## src/rtl/dbg_bkpt_pkg.sv

```systemverilog
package dbg_bkpt_pkg;

    localparam int ADDR_W     = 32;
    localparam int NUM_CH     = 2;
    localparam int CTL_W      = 5;
    localparam int CTL_STRIDE = 6;

    localparam int OFF_CTRL   = 4;
    localparam int OFF_STAT   = 5;
    localparam int BIT_FREEZE = 12;
    localparam int BIT_TRACE  = 13;

    typedef struct packed {
        logic fetch;
        logic wr;
        logic rd;
        logic en;
    } chan_ctl_t;

    typedef struct packed {
        logic              outside;
        chan_ctl_t         ctl;
        logic [ADDR_W-1:0] base;
        logic [ADDR_W-1:0] mask;
    } chan_cfg_t;

    typedef struct packed {
        logic              valid;
        logic              rd;
        logic              wr;
        logic              fetch;
        logic [ADDR_W-1:0] addr;
    } bus_acc_t;

    function automatic logic addr_in_window(input logic [ADDR_W-1:0] addr,
                                            input logic [ADDR_W-1:0] base,
                                            input logic [ADDR_W-1:0] mask);
        return ((addr ^ base) & mask) == '0;
    endfunction

    function automatic logic kind_selected(input chan_ctl_t ctl, input bus_acc_t acc);
        return (acc.rd & ctl.rd) | (acc.wr & ctl.wr) | (acc.fetch & ctl.fetch);
    endfunction

endpackage

```

## src/rtl/bkpt_channel.sv

```systemverilog
module bkpt_channel
    import dbg_bkpt_pkg::*;
(
    input  chan_cfg_t cfg,
    input  bus_acc_t  acc,
    output logic      hit
);
    logic in_win;

    always_comb begin
        in_win = addr_in_window(acc.addr, cfg.base, cfg.mask);
        hit    = acc.valid & cfg.ctl.en & kind_selected(cfg.ctl, acc)
                 & (in_win ^ cfg.outside);
    end
endmodule

```

## src/rtl/pc_history.sv

```systemverilog
module pc_history #(
    parameter int DEPTH = 8,
    parameter int W     = 32,
    localparam int IW   = $clog2(DEPTH)
) (
    input  logic          clk,
    input  logic          rst,
    input  logic          push,
    input  logic [W-1:0]  push_pc,
    input  logic [IW-1:0] rd_idx,
    output logic [W-1:0]  rd_pc
);
    logic [W-1:0]  slots [DEPTH];
    logic [IW-1:0] wp;
    logic [IW-1:0] sel;

    always_ff @(posedge clk) begin
        if (rst) begin
            wp <= '0;
            for (int i = 0; i < DEPTH; i++) slots[i] <= '0;
        end else if (push) begin
            slots[wp] <= push_pc;
            wp        <= wp + IW'(1);
        end
    end

    always_comb begin
        sel   = wp - rd_idx - IW'(1);
        rd_pc = slots[sel];
    end
endmodule

```

## src/rtl/dbg_bkpt_unit.sv

```systemverilog
module dbg_bkpt_unit
    import dbg_bkpt_pkg::*;
#(
    parameter int HIST_DEPTH = 8,
    parameter int REG_AW     = 3,
    localparam int HIST_IW   = $clog2(HIST_DEPTH)
) (
    input  logic               clk,
    input  logic               rst,
    input  logic               wr_en,
    input  logic [REG_AW-1:0]  wr_addr,
    input  logic [ADDR_W-1:0]  wr_data,
    input  logic               bus_valid,
    input  logic [ADDR_W-1:0]  bus_addr,
    input  logic               bus_rd,
    input  logic               bus_wr,
    input  logic               bus_fetch,
    input  logic [HIST_IW-1:0] hist_idx,
    output logic               bkpt_req,
    output logic               fifo_frozen,
    output logic [ADDR_W-1:0]  hist_pc
);
    chan_cfg_t         cfg_q [NUM_CH];
    logic              freeze_q;
    logic              trace_on;
    logic              frozen_q;
    logic              req_q;
    logic [NUM_CH-1:0] hit;
    bus_acc_t          acc;
    logic              freeze_evt;
    logic              clear_wr;
    logic              push;

    always_comb begin
        acc.valid = bus_valid;
        acc.rd    = bus_rd;
        acc.wr    = bus_wr;
        acc.fetch = bus_fetch;
        acc.addr  = bus_addr;
    end

    for (genvar g = 0; g < NUM_CH; g++) begin : g_ch
        bkpt_channel u_ch (
            .cfg (cfg_q[g]),
            .acc (acc),
            .hit (hit[g])
        );
    end

    always_comb begin
        freeze_evt = hit[1] & freeze_q;
        clear_wr   = wr_en && (wr_addr == REG_AW'(OFF_STAT)) && wr_data[0];
        push       = bus_valid & bus_fetch & trace_on & ~frozen_q;
    end

    always_ff @(posedge clk) begin
        if (rst) begin
            for (int i = 0; i < NUM_CH; i++) cfg_q[i] <= '0;
            freeze_q <= 1'b0;
            trace_on <= 1'b0;
        end else if (wr_en) begin
            for (int i = 0; i < NUM_CH; i++) begin
                if (wr_addr == REG_AW'(2 * i))     cfg_q[i].base <= wr_data;
                if (wr_addr == REG_AW'(2 * i + 1)) cfg_q[i].mask <= wr_data;
                if (wr_addr == REG_AW'(OFF_CTRL)) begin
                    cfg_q[i].ctl     <= chan_ctl_t'(wr_data[i*CTL_STRIDE +: CTL_W-1]);
                    cfg_q[i].outside <= wr_data[i*CTL_STRIDE + CTL_W];
                end
            end
            if (wr_addr == REG_AW'(OFF_CTRL)) begin
                freeze_q <= wr_data[BIT_FREEZE];
                trace_on <= wr_data[BIT_TRACE];
            end
        end
    end

    always_ff @(posedge clk) begin
        if (rst) begin
            req_q    <= 1'b0;
            frozen_q <= 1'b0;
        end else begin
            req_q <= hit[0] | (hit[1] & ~freeze_q);
            if (freeze_evt)    frozen_q <= 1'b1;
            else if (clear_wr) frozen_q <= 1'b0;
        end
    end

    pc_history #(.DEPTH(HIST_DEPTH), .W(ADDR_W)) u_hist (
        .clk     (clk),
        .rst     (rst),
        .push    (push),
        .push_pc (bus_addr),
        .rd_idx  (hist_idx),
        .rd_pc   (hist_pc)
    );

    assign bkpt_req    = req_q;
    assign fifo_frozen = frozen_q;
endmodule

```

## config.mk

```make
export PLATFORM = sky130hd
export DESIGN_NAME = dbg_bkpt_unit
export DESIGN_NICKNAME = d
export VERILOG_FILES = /design/src/rtl/dbg_bkpt_pkg.sv /design/src/rtl/bkpt_channel.sv /design/src/rtl/pc_history.sv /design/src/rtl/dbg_bkpt_unit.sv
export SDC_FILE = /design/constraint.sdc
export NUM_CORES = 1
export LEC_CHECK = 0
export ABC_CLOCK_PERIOD_IN_PS = 7500
export BUFFER_PORTS_ARGS = -buffer_cell sky130_fd_sc_hd__buf_4
export CAP_MARGIN = 25
export CORE_MARGIN = 2
export CORE_UTILIZATION = 65
export DETAILED_ROUTE_END_ITERATION = 10
export PLACE_DENSITY = 0.81
export SETUP_SLACK_MARGIN = 0.3
export SYNTH_ARGS = -nofsm -noshare
export SYNTH_HDL_FRONTEND = slang
export SYNTH_HIERARCHICAL = 1
export SYNTH_SLANG_ARGS = --single-unit
```

## constraint.sdc

```tcl
create_clock -name clk -period 7.5 [get_ports clk]
set_clock_uncertainty 0.15 [all_clocks]
set_input_delay 1.125 -clock clk [delete_from_list [all_inputs] [get_ports clk]]
set_output_delay 1.125 -clock clk [all_outputs]
set_load 0.02 [all_outputs]
```

==> results of run 1 <==
==> worst min path at each step <==
stage	start	end	slack, ns	depth (start not counted)
3_3_place_gp	trace_on	trace_on	0.31	2
4_1_cts	trace_on	trace_on	0.34	2
5_1_grt	trace_on	trace_on	0.38	2
2_1_floorplan	trace_on	trace_on	0.30	2
3_5_place_dp	trace_on	trace_on	0.32	2
6_report	trace_on	trace_on	0.35	2
==> sequential cells by signal, indices dropped and copies added (netlist names) <==
signal / flops
u_hist/wp: 3
trace_on: 1
bkpt_req: 1
fifo_frozen: 1
freeze_q: 1
cfg_q: 138
u_hist/slots: 256
==> worst register-to-register path, stage by stage (launching register included) <==
cell,delay (ns)
dfxtp_1,0.33
and4b_1,0.58
nand2_4,0.61
buf_4,0.56
o21bai_4,0.61
buf_4,0.44
==> layout make-up <==
cell class | count | area, um^2 | share of cell area
Tap cell | 341 | 427 | 0.0213
Clock buffer | 48 | 1050 | 0.0525
Multi-Input combinational cell | 588 | 5090 | 0.254
Timing Repair Buffer | 134 | 1040 | 0.0518
Inverter | 70 | 263 | 0.0131
Sequential cell | 401 | 12000 | 0.598
Clock inverter | 21 | 188 | 0.00937
==> per-stage QoR <==
step,hold WS [ns],area [um^2],util
after floorplan,0.295,17700,-
after global placement,0.310,18700,0.697
after detailed placement,0.321,18800,0.698
after CTS,0.337,20000,0.744
after global routing,0.385,20000,0.745
final,0.346,20000,0.745
==> cell usage in the layout, fill, tap and decap left out, drive strengths merged, types with 2 or more instances in the layout <==
master	instances
xor2	64
nand4	8
or3	3
clkbuf	48
mux4	64
or3b	3
dfxtp	7
a21oi	3
clkinvlp	3
a222oi	2
nand2	6
mux2i	5
inv	40
nand3b	2
mux2	32
o21bai	9
a22oi	32
nor4	2
nand2b	7
a41o	3
bufinv	3
buf	134
nor3	325
edfxtp	394
nor2	4
clkinv	45
ha	2
==> metal layers <==
metal	vias up	part of all wire	GRT usage	wire, um
met5	-	0	0	0
met4	0	0.032	0.106	1280
met3	95	0.092	0.0517	3700
met2	569	0.50	0.481	20100
met1	5210	0.38	0.389	15100
li1	4630	-	-	-
==> power by group through the flow <==
stage               sequential, uW  clock [uW]  combinational [uW]
floorplan                     2640           0                 262
global placement              2640           0                 412
detailed placement            2650           0                 420
CTS                           2600        1920                 423
global route                  2610        2000                 448
finish                        2600        1910                 423
==> cell families after synthesis <==
kind of cell,Yosys count,synth area share
DFF,401,0.676
and+or+nand+nor,366,0.116
buffers and inverters,161,0.0431
muxes,101,0.106
xor gates and xnor gates,66,0.0335
AOI/OAI and AO/OA,51,0.0221
adders and majority gates,4,0.00318
==> results.sh, run 1 <==
export IMPL_status="finished, final reports clean"
export IMPL_grt_pass1_vias=10700
export IMPL_max_clock_freq_mhz=201
export IMPL_drtIter0Drc=1091
export IMPL_cts_clk_slew_worst_paths_ns=0.06
export IMPL_yosys_cell_types_count=43
export IMPL_start_util=0.659
export IMPL_gp_congestion=0.835
export IMPL_critPathMaxStageDelay_ns=0.83
export IMPL_worstSetupPathType="in -> out"
export IMPL_cp_end_kind="output pin"
export IMPL_endpoint="hist_pc[0]"
export IMPL_dieArea_um2=28600
export IMPL_swShare=0.222
export IMPL_drive_gt1_frac=0.263
export IMPL_first_pass_iters=5
export IMPL_postCtsSetupBuffers=0
export IMPL_worst_ep_arrival_time_ns=3.70
export IMPL_r2r_end="u_hist/slots[7][4]"
export IMPL_grt_overflow=0
export IMPL_root_buffer="clkbuf_16"
export IMPL_r2r_worst_path_cells=5
export IMPL_internal_power_uw=3840
export IMPL_hpwl_mm=23.9
export IMPL_grt_pass1_wl_mm=61.4
export IMPL_wl_per_cell_um=25.1
export IMPL_post_route_period_util=0.663
export IMPL_p_per_area_nw_per_um2=246
export IMPL_path_delay_family="multiplexers"
export IMPL_cap_viol_max_count=0
export IMPL_worst_path_stages=7
export IMPL_port_buffer_count=110
export IMPL_boundaryPins=111
export IMPL_synth_edf_count=394
export IMPL_syn2layout_area_growth_pct=13.2
export IMPL_route_antenna_remaining_nets=0
export IMPL_grt_max_degree=97
export IMPL_crit_buf_inv=4
export IMPL_synth_nets=1230
export IMPL_crit_slowest_cell="ha_4"
export IMPL_place_inst=1533
export IMPL_power_leakage_uw=0.00684
export IMPL_r2r_start="fifo_frozen"
export IMPL_viasPerCell=6.55
export IMPL_pwr_share_clk=0.387
export IMPL_rows=60
export IMPL_final_cells=1603
export IMPL_finalSetupViolations=0
export IMPL_ys_seq_area_frac=0.676
export IMPL_drc=0
export IMPL_ys_warnings_count=6
export IMPL_crit_start="hist_idx[0]"
export IMPL_cts_inserted_buffers=39
export IMPL_r2r_setup_slack_ns=3.86
export IMPL_finalWorstSetupSlack_ns=2.53
export IMPL_antenna_cells=0
export IMPL_netlist_area_leader_share=0.669
export IMPL_peakVddDrop_uv=190
export IMPL_p_comb_frac=0.086
export IMPL_synthCells=1150
export IMPL_h_tree_depth=2
export IMPL_synth_most_common_cell="edfxtp_1"
export IMPL_synth_top_cell_by_area="edfxtp_1"
export IMPL_tightest_slew_ns=1.08
export IMPL_yosys_register_bits=401
export IMPL_cp_common_cell="buf_4"
export IMPL_die_w_um=169
export IMPL_fill_cells=1597
export IMPL_holdBufCountCts=0
export IMPL_fp_coreArea_um2=26900
export IMPL_nNetsFinal=1314
export IMPL_netlist_top_cells_count="edfxtp_1 (394), nor3_1 (295), xor2_1 (64)"
export IMPL_track_usage=0.289
export IMPL_required_ns=6.22
export IMPL_clockBufferDepth=3
export IMPL_syn_area_per_cell_um2=15.4
export IMPL_total_power_uw=4930
export IMPL_synthArstFlopShare=0
export IMPL_synth_ff_type="edfxtp_1"
export IMPL_drt_wl_total_mm=40.2
export IMPL_cp_max_fo=43
export IMPL_crit_chain="buf_4, inv_1, ha_4, buf_4, mux4_1, mux2_2, buf_4"
export IMPL_hp_class="reg -> reg"
export IMPL_fin_setup_tns_ns=0
export IMPL_slew_viol_final=0
export IMPL_power_switching_uw=1090
export IMPL_max_slew_margin=0.279
export IMPL_cts_resized=0
export IMPL_dp_slack_ns=2.45
export IMPL_rsz0062_at_grt="no"
export IMPL_seq_power_share=0.527
export IMPL_cts_sinks=401
export IMPL_vias=10500
export IMPL_hold_viol_final=0
export IMPL_synth_cell_area_um2=17700
export IMPL_startpoint_type="primary input"
export IMPL_synth_area_top_cells="edfxtp_1 (67%), nor3_1 (8.3%), mux4_2 (7.3%)"
export IMPL_clock_latency_ns=0.53
export IMPL_die_height_um=169
export IMPL_period_needed_ns=4.97
export IMPL_grt_antenna_before_repair=0
export IMPL_cts_tree="yes"
No activity file was read; power rests on OpenSTA's default activity.
==> inputs of run 2 (changes only) <==
--- a/config.mk
+++ b/config.mk
@@ -5,13 +5,13 @@
 export SDC_FILE = /design/constraint.sdc
 export NUM_CORES = 1
 export LEC_CHECK = 0
-export ABC_CLOCK_PERIOD_IN_PS = 7500
+export ABC_CLOCK_PERIOD_IN_PS = 4300
 export BUFFER_PORTS_ARGS = -buffer_cell sky130_fd_sc_hd__buf_4
 export CAP_MARGIN = 25
 export CORE_MARGIN = 2
-export CORE_UTILIZATION = 65
+export CORE_UTILIZATION = 55
 export DETAILED_ROUTE_END_ITERATION = 10
-export PLACE_DENSITY = 0.81
+export PLACE_DENSITY = 0.72
 export SETUP_SLACK_MARGIN = 0.3
 export SYNTH_ARGS = -nofsm -noshare
 export SYNTH_HDL_FRONTEND = slang
==> constraint.sdc (replaced) <==
create_clock -name clk -period 4.3 [get_ports clk]
set_clock_uncertainty 0.15 [all_clocks]
set_input_delay 0.645 -clock clk [delete_from_list [all_inputs] [get_ports clk]]
set_output_delay 0.645 -clock clk [all_outputs]
set_load 0.02 [all_outputs]
==> results.sh, run 2 (synthesis results as in run 1) <==
export IMPL_status="finished, final reports clean"
export IMPL_cp_end_kind="output pin"
export IMPL_power_leakage_uw=0.00691
export IMPL_port_buffer_count=110
export IMPL_crit_chain="ha_4, fa_2, buf_12, mux4_2, mux2_2, buf_4"
export IMPL_syn2layout_area_growth_pct=14.4
export IMPL_cts_sinks=401
export IMPL_power_switching_uw=1900
export IMPL_drtIter0Drc=1011
export IMPL_track_usage=0.252
export IMPL_worst_ep_arrival_time_ns=2.94
export IMPL_antenna_cells=0
export IMPL_dr_wl_met3_mm=3.29
export IMPL_grt_pass1_wl_mm=63.4
export IMPL_total_power_uw=8680
export IMPL_start_util=0.559
export IMPL_wl_met1_mm=16.8
export IMPL_root_buffer="clkbuf_16"
export IMPL_grt_max_degree=71
export IMPL_first_pass_iters=7
export IMPL_required_ns=3.50
export IMPL_grt_overflow=0
export IMPL_rows=65
export IMPL_cp_max_fo=64
export IMPL_postCtsSetupBuffers=0
export IMPL_max_slew_margin=0.300
export IMPL_gp_congestion=0.810
export IMPL_cts_clk_slew_worst_paths_ns=0.06
export IMPL_drive_gt1_frac=0.265
export IMPL_seq_area_um2=12000
export IMPL_p_comb_frac=0.087
export IMPL_nNetsFinal=1325
export IMPL_cts_tree="yes"
export IMPL_largest_register_ff_count=256
export IMPL_top_register="u_hist/slots"
export IMPL_worstSetupPathType="reg -> out"
export IMPL_mostFrequentLayoutCell="edfxtp_1"
export IMPL_grt_pass1_vias=10800
export IMPL_max_clock_freq_mhz=268
export IMPL_fill_cells=2315
export IMPL_p_per_area_nw_per_um2=428
export IMPL_wl_per_cell_um=24.5
export IMPL_seq_power_share=0.522
export IMPL_fin_setup_tns_ns=0
export IMPL_drt_wl_total_mm=41.1
export IMPL_cts_resized=0
export IMPL_hold_slack_ns=0.283
export IMPL_clockBufferDepth=3
export IMPL_die_height_um=183
export IMPL_critPathMaxStageDelay_ns=0.54
export IMPL_holdBufCountCts=0
export IMPL_die_w_um=183
export IMPL_hp_class="in -> reg"
export IMPL_route_met2_wl_mm=19.7
export IMPL_tightest_slew_ns=1.05
export IMPL_finalSetupViolations=0
export IMPL_cap_viol_max_count=0
export IMPL_h_tree_depth=2
export IMPL_post_route_period_util=0.869
export IMPL_swShare=0.219
export IMPL_slew_viol_final=0
export IMPL_reg_largest_list="u_hist/slots (256), cfg_q (138), u_hist/wp (3)"
export IMPL_hold_viol_final=0
export IMPL_viasPerCell=6.23
export IMPL_drc=0
export IMPL_maxUsedRoutingLayer="met4"
export IMPL_boundaryPins=111
export IMPL_route_antenna_remaining_nets=0
export IMPL_multi_input_area_um2=5100
export IMPL_cts_inserted_buffers=40
export IMPL_grt_antenna_before_repair=0
export IMPL_startpoint_type="register"
export IMPL_period_needed_ns=3.74
export IMPL_clock_latency_ns=0.53
export IMPL_peakVddDrop_uv=392
export IMPL_pwr_share_clk=0.391
export IMPL_hpwl_mm=25.0
export IMPL_internal_power_uw=6770
export IMPL_mostFrequentLayoutCells="edfxtp_1 (394), nor3_1 (295), buf_4 (139)"
export IMPL_dieArea_um2=33600
export IMPL_rsz0062_at_grt="no"
export IMPL_vias=10500
export IMPL_crit_slowest_cell="fa_2"
export IMPL_fp_coreArea_um2=31600
## run 2: cell count changes in the layout (fill, tap and decap cells not counted), sizes merged
cell / delta
clkbuf: +12
clkinvlp: -3
buf: +10
inv: -2
clkinv: -2
## run 2: worst max-delay path, delay by kind of cell (launching register included)
kind,cells,cell delay (ns)
buffers and inverters,2,0.52
flip-flops,1,0.42
adder cells (fa/ha/maj),2,0.75
multiplexers,2,0.70
## run 2: power groups by stage
stage | clock [uW] | sequential (uW) | combinational [uW]
3_5_place_dp | 0 | 4610 | 754
3_3_place_gp | 0 | 4600 | 748
6_report | 3390 | 4530 | 754
2_1_floorplan | 0 | 4600 | 457
5_1_grt | 3600 | 4540 | 806
4_1_cts | 3430 | 4530 | 759
## run 2: final cells by class
class | instances | share of cell area
Clock inverter | 14 | 0.00729
Multi-Input combinational cell | 588 | 0.252
Timing Repair Buffer | 144 | 0.0565
Inverter | 70 | 0.0130
Clock buffer | 60 | 0.0557
Tap cell | 402 | 0.0248
Sequential cell | 401 | 0.591
## run 2: metrics by stage
stage | util | worst slack, ns | std cells | area, um^2
floorplan | - | 0.665 | 1150 | 17700
global placement | 0.600 | 0.809 | 1605 | 19000
global route | 0.640 | 0.410 | 1679 | 20300
detailed placement | 0.600 | 0.784 | 1605 | 19000
CTS | 0.640 | 0.542 | 1679 | 20300
finish | 0.640 | 0.563 | 1679 | 20300
## run 2: final timing paths
path	startpoint	endpoint	slack (ns)	cells past startpoint
max	u_hist/wp[0]	hist_pc[16]	0.56	6
min	wr_data[12]	freeze_q	0.28	3
max reg2reg	fifo_frozen	u_hist/slots[0][19]	1.50	4
min reg2reg	trace_on	trace_on	0.35	2
## run 2: per-layer routing
| metal | track usage | vias to the layer above |
|---|---|---|
| met5 | 0 | - |
| met4 | 0.0867 | 0 |
| met3 | 0.0449 | 74 |
| met2 | 0.407 | 454 |
| met1 | 0.351 | 5286 |
| li1 | - | 4650 |
